--- config.mk ---
export PLATFORM = sky130hd
export DESIGN_NAME = dmaStartGate
export DESIGN_NICKNAME = d
export VERILOG_FILES = /design/src/rtl/dmaGatePkg.sv /design/src/rtl/dmaGateCtrl.sv /design/src/rtl/dmaGateRegs.sv /design/src/rtl/dmaStartGate.sv
export SDC_FILE = /design/constraint.sdc
export NUM_CORES = 2
export LEC_CHECK = 0
export BUFFER_PORTS_ARGS = -buffer_cell sky130_fd_sc_hd__buf_2
export CORE_MARGIN = 2
export CORE_UTILIZATION = 40
export DETAILED_ROUTE_END_ITERATION = 10
export GPL_ROUTABILITY_DRIVEN = 1
export PLACE_DENSITY = 0.55
export SETUP_SLACK_MARGIN = 0.2
export SLEW_MARGIN = 20
export SYNTH_ARGS = -nofsm -noshare
export SYNTH_HDL_FRONTEND = slang
export SYNTH_HIERARCHICAL = 1
export SYNTH_SLANG_ARGS = --single-unit
--- constraint.sdc ---
create_clock -name clk -period 6.7 [get_ports clk]
set_input_delay 1.005 -clock clk [delete_from_list [all_inputs] [get_ports clk]]
set_output_delay 1.005 -clock clk [all_outputs]
set_load 0.01 [all_outputs]
--- src/rtl/dmaGatePkg.sv ---
`timescale 1ns/1ps
package dmaGatePkg;
  localparam int GATE_CH = 7;

  typedef struct packed {
    logic [GATE_CH-1:0] wrAddr;
    logic [GATE_CH-1:0] wrCount;
    logic [GATE_CH-1:0] wrCtrl;
    logic               wrEnable;
    logic [GATE_CH-1:0] launch;
  } gateStb_t;
endpackage

--- src/rtl/dmaGateCtrl.sv ---
`timescale 1ns/1ps
module dmaGateCtrl
  import dmaGatePkg::*;
#(
  parameter int ADDR_W     = 12,
  parameter int DATA_W     = 32,
  parameter int BUSY_BIT   = 24,
  parameter int SKIP_CH    = 5,
  parameter int BASE_ADDR  = 'h080,
  parameter int STRIDE     = 'h10,
  parameter int ENREG_ADDR = 'h0F0,
  parameter int EN_OFS     = 3,
  parameter int EN_STEP    = 4
) (
  input  logic               clk,
  input  logic               rstN,
  input  logic               wrEn,
  input  logic [ADDR_W-1:0]  wrAddr,
  input  logic [DATA_W-1:0]  wrData,
  input  logic [GATE_CH-1:0] doneIn,
  input  logic [GATE_CH-1:0] busyVec,
  input  logic [DATA_W-1:0]  enReg,
  output gateStb_t           stb,
  output logic [GATE_CH-1:0] retrigFlag
);
  localparam int NCH = GATE_CH;
  localparam logic [ADDR_W-1:0] EN_ADDR = ADDR_W'(ENREG_ADDR);

  logic [NCH-1:0] addrHit, countHit, ctrlHit, retrigHit, launchHit;

  genvar g;
  generate
    for (g = 0; g < NCH; g++) begin : gDec
      if (g == SKIP_CH) begin : gAbsent
        assign addrHit[g]   = 1'b0;
        assign countHit[g]  = 1'b0;
        assign ctrlHit[g]   = 1'b0;
        assign retrigHit[g] = 1'b0;
        assign launchHit[g] = 1'b0;
      end else begin : gPresent
        localparam logic [ADDR_W-1:0] CH_BASE = ADDR_W'(BASE_ADDR + STRIDE * g);
        assign addrHit[g]   = wrEn && (wrAddr == CH_BASE);
        assign countHit[g]  = wrEn && (wrAddr == CH_BASE + ADDR_W'(4));
        assign ctrlHit[g]   = wrEn && (wrAddr == CH_BASE + ADDR_W'(8));
        assign retrigHit[g] = ctrlHit[g] && wrData[BUSY_BIT] && busyVec[g] && !doneIn[g];
        assign launchHit[g] = ctrlHit[g] && wrData[BUSY_BIT] &&
                              enReg[EN_OFS + EN_STEP * g] && !retrigHit[g];
      end
    end
  endgenerate

  assign stb = '{wrAddr:   addrHit,
                 wrCount:  countHit,
                 wrCtrl:   ctrlHit,
                 wrEnable: wrEn && (wrAddr == EN_ADDR),
                 launch:   launchHit};

  always_ff @(posedge clk) begin
    if (!rstN) retrigFlag <= '0;
    else       retrigFlag <= retrigFlag | retrigHit;
  end

  generate
    for (g = 0; g < NCH; g++) begin : gChk
      // a raised re-trigger flag never drops while out of reset
      a_r6_flag_sticky: assert property (@(posedge clk) disable iff (!rstN)
        retrigFlag[g] |=> retrigFlag[g]);
    end
  endgenerate

  // a write to the enable register never coincides with a launch decision
  a_r5_enable_no_launch: assert property (@(posedge clk) disable iff (!rstN)
    (wrEn && wrAddr == EN_ADDR) |-> (launchHit == '0));

endmodule

--- src/rtl/dmaGateRegs.sv ---
`timescale 1ns/1ps
module dmaGateRegs
  import dmaGatePkg::*;
#(
  parameter int ADDR_W     = 12,
  parameter int DATA_W     = 32,
  parameter int BUSY_BIT   = 24,
  parameter int SKIP_CH    = 5,
  parameter int BASE_ADDR  = 'h080,
  parameter int STRIDE     = 'h10,
  parameter int ENREG_ADDR = 'h0F0,
  parameter int EN_OFS     = 3,
  parameter int EN_STEP    = 4
) (
  input  logic               clk,
  input  logic               rstN,
  input  gateStb_t           stb,
  input  logic [DATA_W-1:0]  wrData,
  input  logic [GATE_CH-1:0] doneIn,
  input  logic [ADDR_W-1:0]  rdAddr,
  output logic [DATA_W-1:0]  rdData,
  output logic [GATE_CH-1:0] busyVec,
  output logic [DATA_W-1:0]  enReg,
  output logic [GATE_CH-1:0] startStb,
  output logic [DATA_W-1:0]  startAddr,
  output logic [DATA_W-1:0]  startCount,
  output logic [DATA_W-1:0]  startCtrl
);
  localparam int NCH = GATE_CH;
  localparam logic [DATA_W-1:0] BUSY_MASK = DATA_W'(1) << BUSY_BIT;

  logic [DATA_W-1:0] addrReg  [NCH];
  logic [DATA_W-1:0] countReg [NCH];
  logic [DATA_W-1:0] ctrlReg  [NCH];

  genvar g;
  generate
    for (g = 0; g < NCH; g++) begin : gCh
      if (g == SKIP_CH) begin : gAbsent
        assign addrReg[g]  = '0;
        assign countReg[g] = '0;
        assign ctrlReg[g]  = '0;
      end else begin : gPresent
        always_ff @(posedge clk) begin
          if (!rstN) begin
            addrReg[g]  <= '0;
            countReg[g] <= '0;
            ctrlReg[g]  <= '0;
          end else begin
            if (stb.wrAddr[g])  addrReg[g]  <= wrData;
            if (stb.wrCount[g]) countReg[g] <= wrData;
            if (stb.wrCtrl[g])  ctrlReg[g]  <= wrData;
            else if (doneIn[g]) ctrlReg[g]  <= ctrlReg[g] & ~BUSY_MASK;
          end
        end

        // a done pulse with no competing control write leaves the channel idle
        a_r7_done_clears: assert property (@(posedge clk) disable iff (!rstN)
          (doneIn[g] && !stb.wrCtrl[g]) |=> !ctrlReg[g][BUSY_BIT]);
        // a start is only seen on a channel whose stored word is busy
        a_r3_start_busy: assert property (@(posedge clk) disable iff (!rstN)
          startStb[g] |-> ctrlReg[g][BUSY_BIT]);
        // a start is only seen on an enabled channel
        a_r3_start_enabled: assert property (@(posedge clk) disable iff (!rstN)
          startStb[g] |-> enReg[EN_OFS + EN_STEP * g]);
      end
      assign busyVec[g] = ctrlReg[g][BUSY_BIT];
    end
  endgenerate

  always_ff @(posedge clk) begin
    if (!rstN) enReg <= '0;
    else if (stb.wrEnable) enReg <= wrData;
  end

  logic [DATA_W-1:0] launchAddr, launchCount;
  always_comb begin
    launchAddr  = '0;
    launchCount = '0;
    for (int n = 0; n < NCH; n++) begin
      if (stb.launch[n]) begin
        launchAddr  = launchAddr  | addrReg[n];
        launchCount = launchCount | countReg[n];
      end
    end
  end

  always_ff @(posedge clk) begin
    if (!rstN) begin
      startStb   <= '0;
      startAddr  <= '0;
      startCount <= '0;
      startCtrl  <= '0;
    end else begin
      startStb <= stb.launch;
      if (stb.launch != '0) begin
        startAddr  <= launchAddr;
        startCount <= launchCount;
        startCtrl  <= wrData;
      end
    end
  end

  always_comb begin
    rdData = '0;
    if (rdAddr == ADDR_W'(ENREG_ADDR)) rdData = enReg;
    for (int n = 0; n < NCH; n++) begin
      if (rdAddr == ADDR_W'(BASE_ADDR + STRIDE * n))     rdData = addrReg[n];
      if (rdAddr == ADDR_W'(BASE_ADDR + STRIDE * n + 4)) rdData = countReg[n];
      if (rdAddr == ADDR_W'(BASE_ADDR + STRIDE * n + 8)) rdData = ctrlReg[n];
    end
  end

  // never more than one channel started in a cycle
  a_r10_single_start: assert property (@(posedge clk) disable iff (!rstN)
    $onehot0(startStb));
  // the absent slot never starts
  a_r8_absent_quiet: assert property (@(posedge clk) disable iff (!rstN)
    !startStb[SKIP_CH]);

endmodule

--- src/rtl/dmaStartGate.sv ---
`timescale 1ns/1ps
module dmaStartGate
  import dmaGatePkg::*;
#(
  parameter int ADDR_W     = 12,
  parameter int DATA_W     = 32,
  parameter int BUSY_BIT   = 24,
  parameter int SKIP_CH    = 5,
  parameter int BASE_ADDR  = 'h080,
  parameter int STRIDE     = 'h10,
  parameter int ENREG_ADDR = 'h0F0,
  parameter int EN_OFS     = 3,
  parameter int EN_STEP    = 4
) (
  input  logic               clk,
  input  logic               rstN,
  input  logic               wrEn,
  input  logic [ADDR_W-1:0]  wrAddr,
  input  logic [DATA_W-1:0]  wrData,
  input  logic [ADDR_W-1:0]  rdAddr,
  output logic [DATA_W-1:0]  rdData,
  input  logic [GATE_CH-1:0] doneIn,
  output logic [GATE_CH-1:0] startStb,
  output logic [DATA_W-1:0]  startAddr,
  output logic [DATA_W-1:0]  startCount,
  output logic [DATA_W-1:0]  startCtrl,
  output logic [GATE_CH-1:0] retrigFlag
);
  gateStb_t          stb;
  logic [GATE_CH-1:0] busyVec;
  logic [DATA_W-1:0]  enReg;

  dmaGateCtrl #(
    .ADDR_W(ADDR_W), .DATA_W(DATA_W), .BUSY_BIT(BUSY_BIT), .SKIP_CH(SKIP_CH),
    .BASE_ADDR(BASE_ADDR), .STRIDE(STRIDE), .ENREG_ADDR(ENREG_ADDR),
    .EN_OFS(EN_OFS), .EN_STEP(EN_STEP)
  ) uCtrl (
    .clk(clk), .rstN(rstN), .wrEn(wrEn), .wrAddr(wrAddr), .wrData(wrData),
    .doneIn(doneIn), .busyVec(busyVec), .enReg(enReg),
    .stb(stb), .retrigFlag(retrigFlag)
  );

  dmaGateRegs #(
    .ADDR_W(ADDR_W), .DATA_W(DATA_W), .BUSY_BIT(BUSY_BIT), .SKIP_CH(SKIP_CH),
    .BASE_ADDR(BASE_ADDR), .STRIDE(STRIDE), .ENREG_ADDR(ENREG_ADDR),
    .EN_OFS(EN_OFS), .EN_STEP(EN_STEP)
  ) uRegs (
    .clk(clk), .rstN(rstN), .stb(stb), .wrData(wrData), .doneIn(doneIn),
    .rdAddr(rdAddr), .rdData(rdData), .busyVec(busyVec), .enReg(enReg),
    .startStb(startStb), .startAddr(startAddr), .startCount(startCount),
    .startCtrl(startCtrl)
  );
endmodule

# Word-level counts from Yosys, hierarchy flattened
# Index checks and enable logic that the tools add are counted.
# totals
wordCells	197
regBits	718
in_bits	66
# classes
bitwise_logic	11
n_eq_ne	41
muxes	46
reduce_logical	68
# op_table
operator	count
$mux W32	40
$eq A12 B8 Y1 const B	41
$or A32 B32 Y32	10
$mux W25	6
$logic_and A1 B1 Y1	49
$logic_not A1 Y1	12
$reduce_bool A2 Y1	6
$or A7 B7 Y7	1
$reduce_bool A7 Y1	1

# Logic depth before layout (Yosys ltp)
# logic_depth
depth_word	23
mapped_depth	11
ltp_nobuf	7

# By module
# Netlist, hierarchy kept.
# modules_own_cells
mod	area_each_um2	n_inst	cells_each	seq_area_each_um2
dmaGateRegs	35211.3	1	3817	14233.7
dmaGateCtrl	680.7	1	92	120.1

# Worst setup path after synthesis
# OpenSTA, ideal clock, no wires.
# synth_timing
path_type	input-to-output
startpoint	input rdAddr[3]
endpoint	output rdData[25]
cell_stages	8
path_buffers	2
arrival_time_ns	2.773
path_slack_ns	2.922
required_time_ns	5.695
cell_sequence	or4_4 -> buf_2 -> nor3_4 -> buf_4 -> o2bb2a_4 -> o211ai_1 -> a21oi_1 -> o21ai_1
# synth_via
elab_chain_len	23
word_cells_on_any_way	44
classes_between	22 x eq/ne; 22 x mux
# synth_rtl
element	line	rtl
from (decl)	dmaStartGate.sv:20	input logic [ADDR_W-1:0] rdAddr,
$eq A12 B8 Y1	dmaGateRegs.sv:106	if (rdAddr == ADDR_W'(ENREG_ADDR)) rdData = enReg;
$mux W32	dmaGateRegs.sv:106	
$mux W32	dmaGateRegs.sv:108	if (rdAddr == ADDR_W'(BASE_ADDR + STRIDE * n)) rdData = addrReg[n];
$mux W32	dmaGateRegs.sv:109	if (rdAddr == ADDR_W'(BASE_ADDR + STRIDE * n + 4)) rdData = countReg[n];
$mux W32	dmaGateRegs.sv:110	if (rdAddr == ADDR_W'(BASE_ADDR + STRIDE * n + 8)) rdData = ctrlReg[n];
$mux W32	dmaGateRegs.sv:108	
$mux W32	dmaGateRegs.sv:109	
$mux W32	dmaGateRegs.sv:110	
[7 not listed]	n/a	
$mux W32	dmaGateRegs.sv:109	
$mux W32	dmaGateRegs.sv:110	
$mux W32	dmaGateRegs.sv:108	
$mux W32	dmaGateRegs.sv:109	
$mux W32	dmaGateRegs.sv:110	
$mux W32	dmaGateRegs.sv:108	
$mux W32	dmaGateRegs.sv:109	
$mux W32 *	dmaGateRegs.sv:110	
to (decl)	dmaStartGate.sv:21	output logic [DATA_W-1:0] rdData,
# Mark *: on every way between the ends. The rest lies on a longest branch, timed or not.

# Worst setup path in the final report
# layout_timing
startpoint	input rdAddr[2]
endpoint	output rdData[8]
# The elaborated chain is that of the path after synthesis.

==> implementation parameters <==
Parameter                              Value

Run status
  Status ... completed

Clocking
  Clock tree root buffer cell ... sky130_fd_sc_hd__clkbuf_16
  Post-CTS Hold Buffers ... 0
  Post CTS Setup Buffer Count ... 0
  Clock insertion delay at the later pin of the skew report ... 0.66 ns
  TritonCTS clock tree ... built
  Number of gates given a new drive strength after cts ... 0
  Clock sinks ... 717
  Buffer depth of the longest clock path ... 3
  CTS clk-pin slew, worst paths ... 0.06 ns
  Number of levels in the clock H-tree ... 3
  TritonCTS Buffers ... 83

Worst setup path
  Slowest CP cell ... sky130_fd_sc_hd__or4b_2
  Worst setup path category ... in -> out
  Arrival time of data at the critical path endpoint ... 4.34 ns
  Kind of start point of the critical path ... input pin
  Critical Path Start ... rdAddr[2]
  Worst reg-to-reg setup slack ... 3.53 ns
  Worst path most repeated cell ... sky130_fd_sc_hd__buf_4
  Maximum cell stage delay along the critical path ... 0.89 ns
  Endpoint of the lowest-slack register-to-register path ... uRegs/startCount[19]$_SDFFE_PN0P_
  Type of destination of the critical path ... primary output
  Reg-to-Reg Start ... uRegs/enReg[15]$_SDFFE_PN0P_
  Number of cells on the worst reg-to-reg path ... 8
  Highest fanout seen on the critical path ... 40
  Worst endpoint required time ... 5.69 ns
  Critical path, cell by cell ... buf_4 -> or4b_2 -> nor2_4 -> buf_4 -> a32oi_1 -> a31oi_1 -> o21bai_1 -> a22oi_1 -> buf_2

Floorplan
  Floorplan die height ... 303 um
  Floorplan die area ... 0.0921 mm2
  Die extent in x ... 303 um
  Number of primary I/O pins ... 208
  Core Region ... 0.0886 mm2
  Standard-cell row count ... 109
  Initial Utilization ... 40.5%

Finish
  Final non-filler cell total ... 5098
  Share of the core filled with cells ... 45.7%
  Fin area ... 0.0405 mm2
  Area used by multi-input combinational logic ... 0.0200 mm2
  Flip-flop and latch area ... 0.0144 mm2
  Final Net Count ... 3930
  Filler cell count ... 8716
  Layout cell share with drive strength beyond 1 ... 13.7%
  Synthesis-to-layout area growth ... 13.1%
  Most common library cell in the layout ignoring fill and taps ... sky130_fd_sc_hd__dfxtp_1
  Commonest cells after routing, fill and taps aside ... sky130_fd_sc_hd__dfxtp_1, sky130_fd_sc_hd__nor2b_1, sky130_fd_sc_hd__mux2i_1

Synthesis
  Average cell area after synthesis ... 9.18 um2
  Yosys warning total ... 6
  Cell Area, Synth ... 0.0359 mm2
  Count of mapped cells out of synthesis ... 3904

Placement
  # port buffers ... 205
  Global placement routability congestion ... 0.898
  Cell Count Post-Placement ... 4943
  Detailed placer's ending HPWL ... 90600 um
  Post-Place Cell Area ... 0.0378 mm2

Timing
  Aggregate negative setup slack ... 0 ns
  Max_slew headroom ... 5.26%
  Clk_skew ... 0.0329 ns
  Timing-limited maximum frequency ... 0.187 GHz
  RSZ-0062 raised after global routing ... false
  Setup violations, final ... 0
  Slew of the pin with the lowest slew margin ... 1.42 ns
  Fin crit share ... 79.8%
  Post-route minimum period ... 5.35 ns
  Final-report max-slew violation count ... 0
  Number of hold violations in the final report ... 0

Global route
  Largest net degree at the start of global routing ... 251
  Number of global-route vias before repair ... 29600
  First-pass GRT wire length ... 216000 um
  Remaining global-route overflow ... 0
  Initial antenna violation count ... 6
  GR Util All Layers ... 32.1%

Worst hold path
  Hold crit path type ... reg -> reg
  Worst hold path startpoint ... uRegs/startCtrl[7]$_SDFFE_PN0P_
  Number of instances on the worst hold path ... 2
  End point of the most critical hold path ... uRegs/startCtrl[7]$_SDFFE_PN0P_

Detailed routing
  Average vias per placed instance ... 6.10
  Total number of vias ... 31100
  Final ANT Viol Nets ... 0
  DR DRC count ... 0
  Detailed router's first-iteration violation count ... 3611
  WL/cell ... 29.9 um
  1st-pass router iterations ... 6
  Detailed-route wire length ... 152000 um

Job
  Max_cap viols ... 0

Power
  Leak ... 0.0125 uW
  Maximum VDD drop ... 0.183 mV
  Cell Pwr Density ... 232 mW/mm2
flip-flops by register name, summed over array words and instances, names as in the netlist:
register and cells:
uRegs/countReg 192, uRegs/startAddr 32, uRegs/addrReg 192, uRegs/busyVec 6, uCtrl/retrigFlag 6, uRegs/enReg 32, uRegs/startStb 7, uRegs/startCount 32
uRegs/startCtrl 32, uRegs/ctrlReg 186
power by group:
group	leakage [uW]	switching, uW	internal [uW]	total, uW
logic	0.00539	332	140	473
registers	0.00578	5.22	4270	4280
clock network	0.00137	1930	2710	4650
routing by layer:
layer,global-route usage (%),share of wire [%],vias to the layer above
li1,-,-,13900
met4,15.6,5.4,6
met2,50.7,45,1474
met3,6.13,7.7,430
met1,42.1,42,15200
met5,0,0.028,-
final cells by class:
type | count | share of cell area, %
flip-flops and latches | 717 | 35.4
diodes | 3 | 0.0185
well taps | 1165 | 3.60
multi-input cells | 2735 | 49.2
repair buffers | 314 | 4.85
inverters | 13 | 0.120
clock buffers | 128 | 6.24
clock inverters | 23 | 0.559
critical path, delay by kind of cell:
kind / cells / cell delay [ns]
AND/OR/NAND/NOR: 2 / 1.39
buffers and inverters: 3 / 1.03
AO/OA/AOI/OAI: 4 / 0.83
how the worst max path moves through the flow:
stage / slack (ns) / endpoint / depth (start not counted)
floorplan: 2.92 / rdData[25] / 8
global placement: 1.39 / rdData[25] / 9
detailed placement: 1.42 / rdData[25] / 9
CTS: 1.40 / rdData[25] / 9
global route: 1.37 / rdData[16] / 9
finish: 1.35 / rdData[8] / 9
stage by stage:
step | total power [uW] | hold WS [ns] | setup slack (ns)
final | 9400 | 0.460 | 1.35
after global routing | 9620 | 0.478 | 1.37
after CTS | 9460 | 0.463 | 1.40
after detailed placement | 4830 | 0.453 | 1.42
after global placement | 4830 | 0.445 | 1.39
after floorplan | 4650 | 0.474 | 2.92
Power figures use the tool's default switching activity.
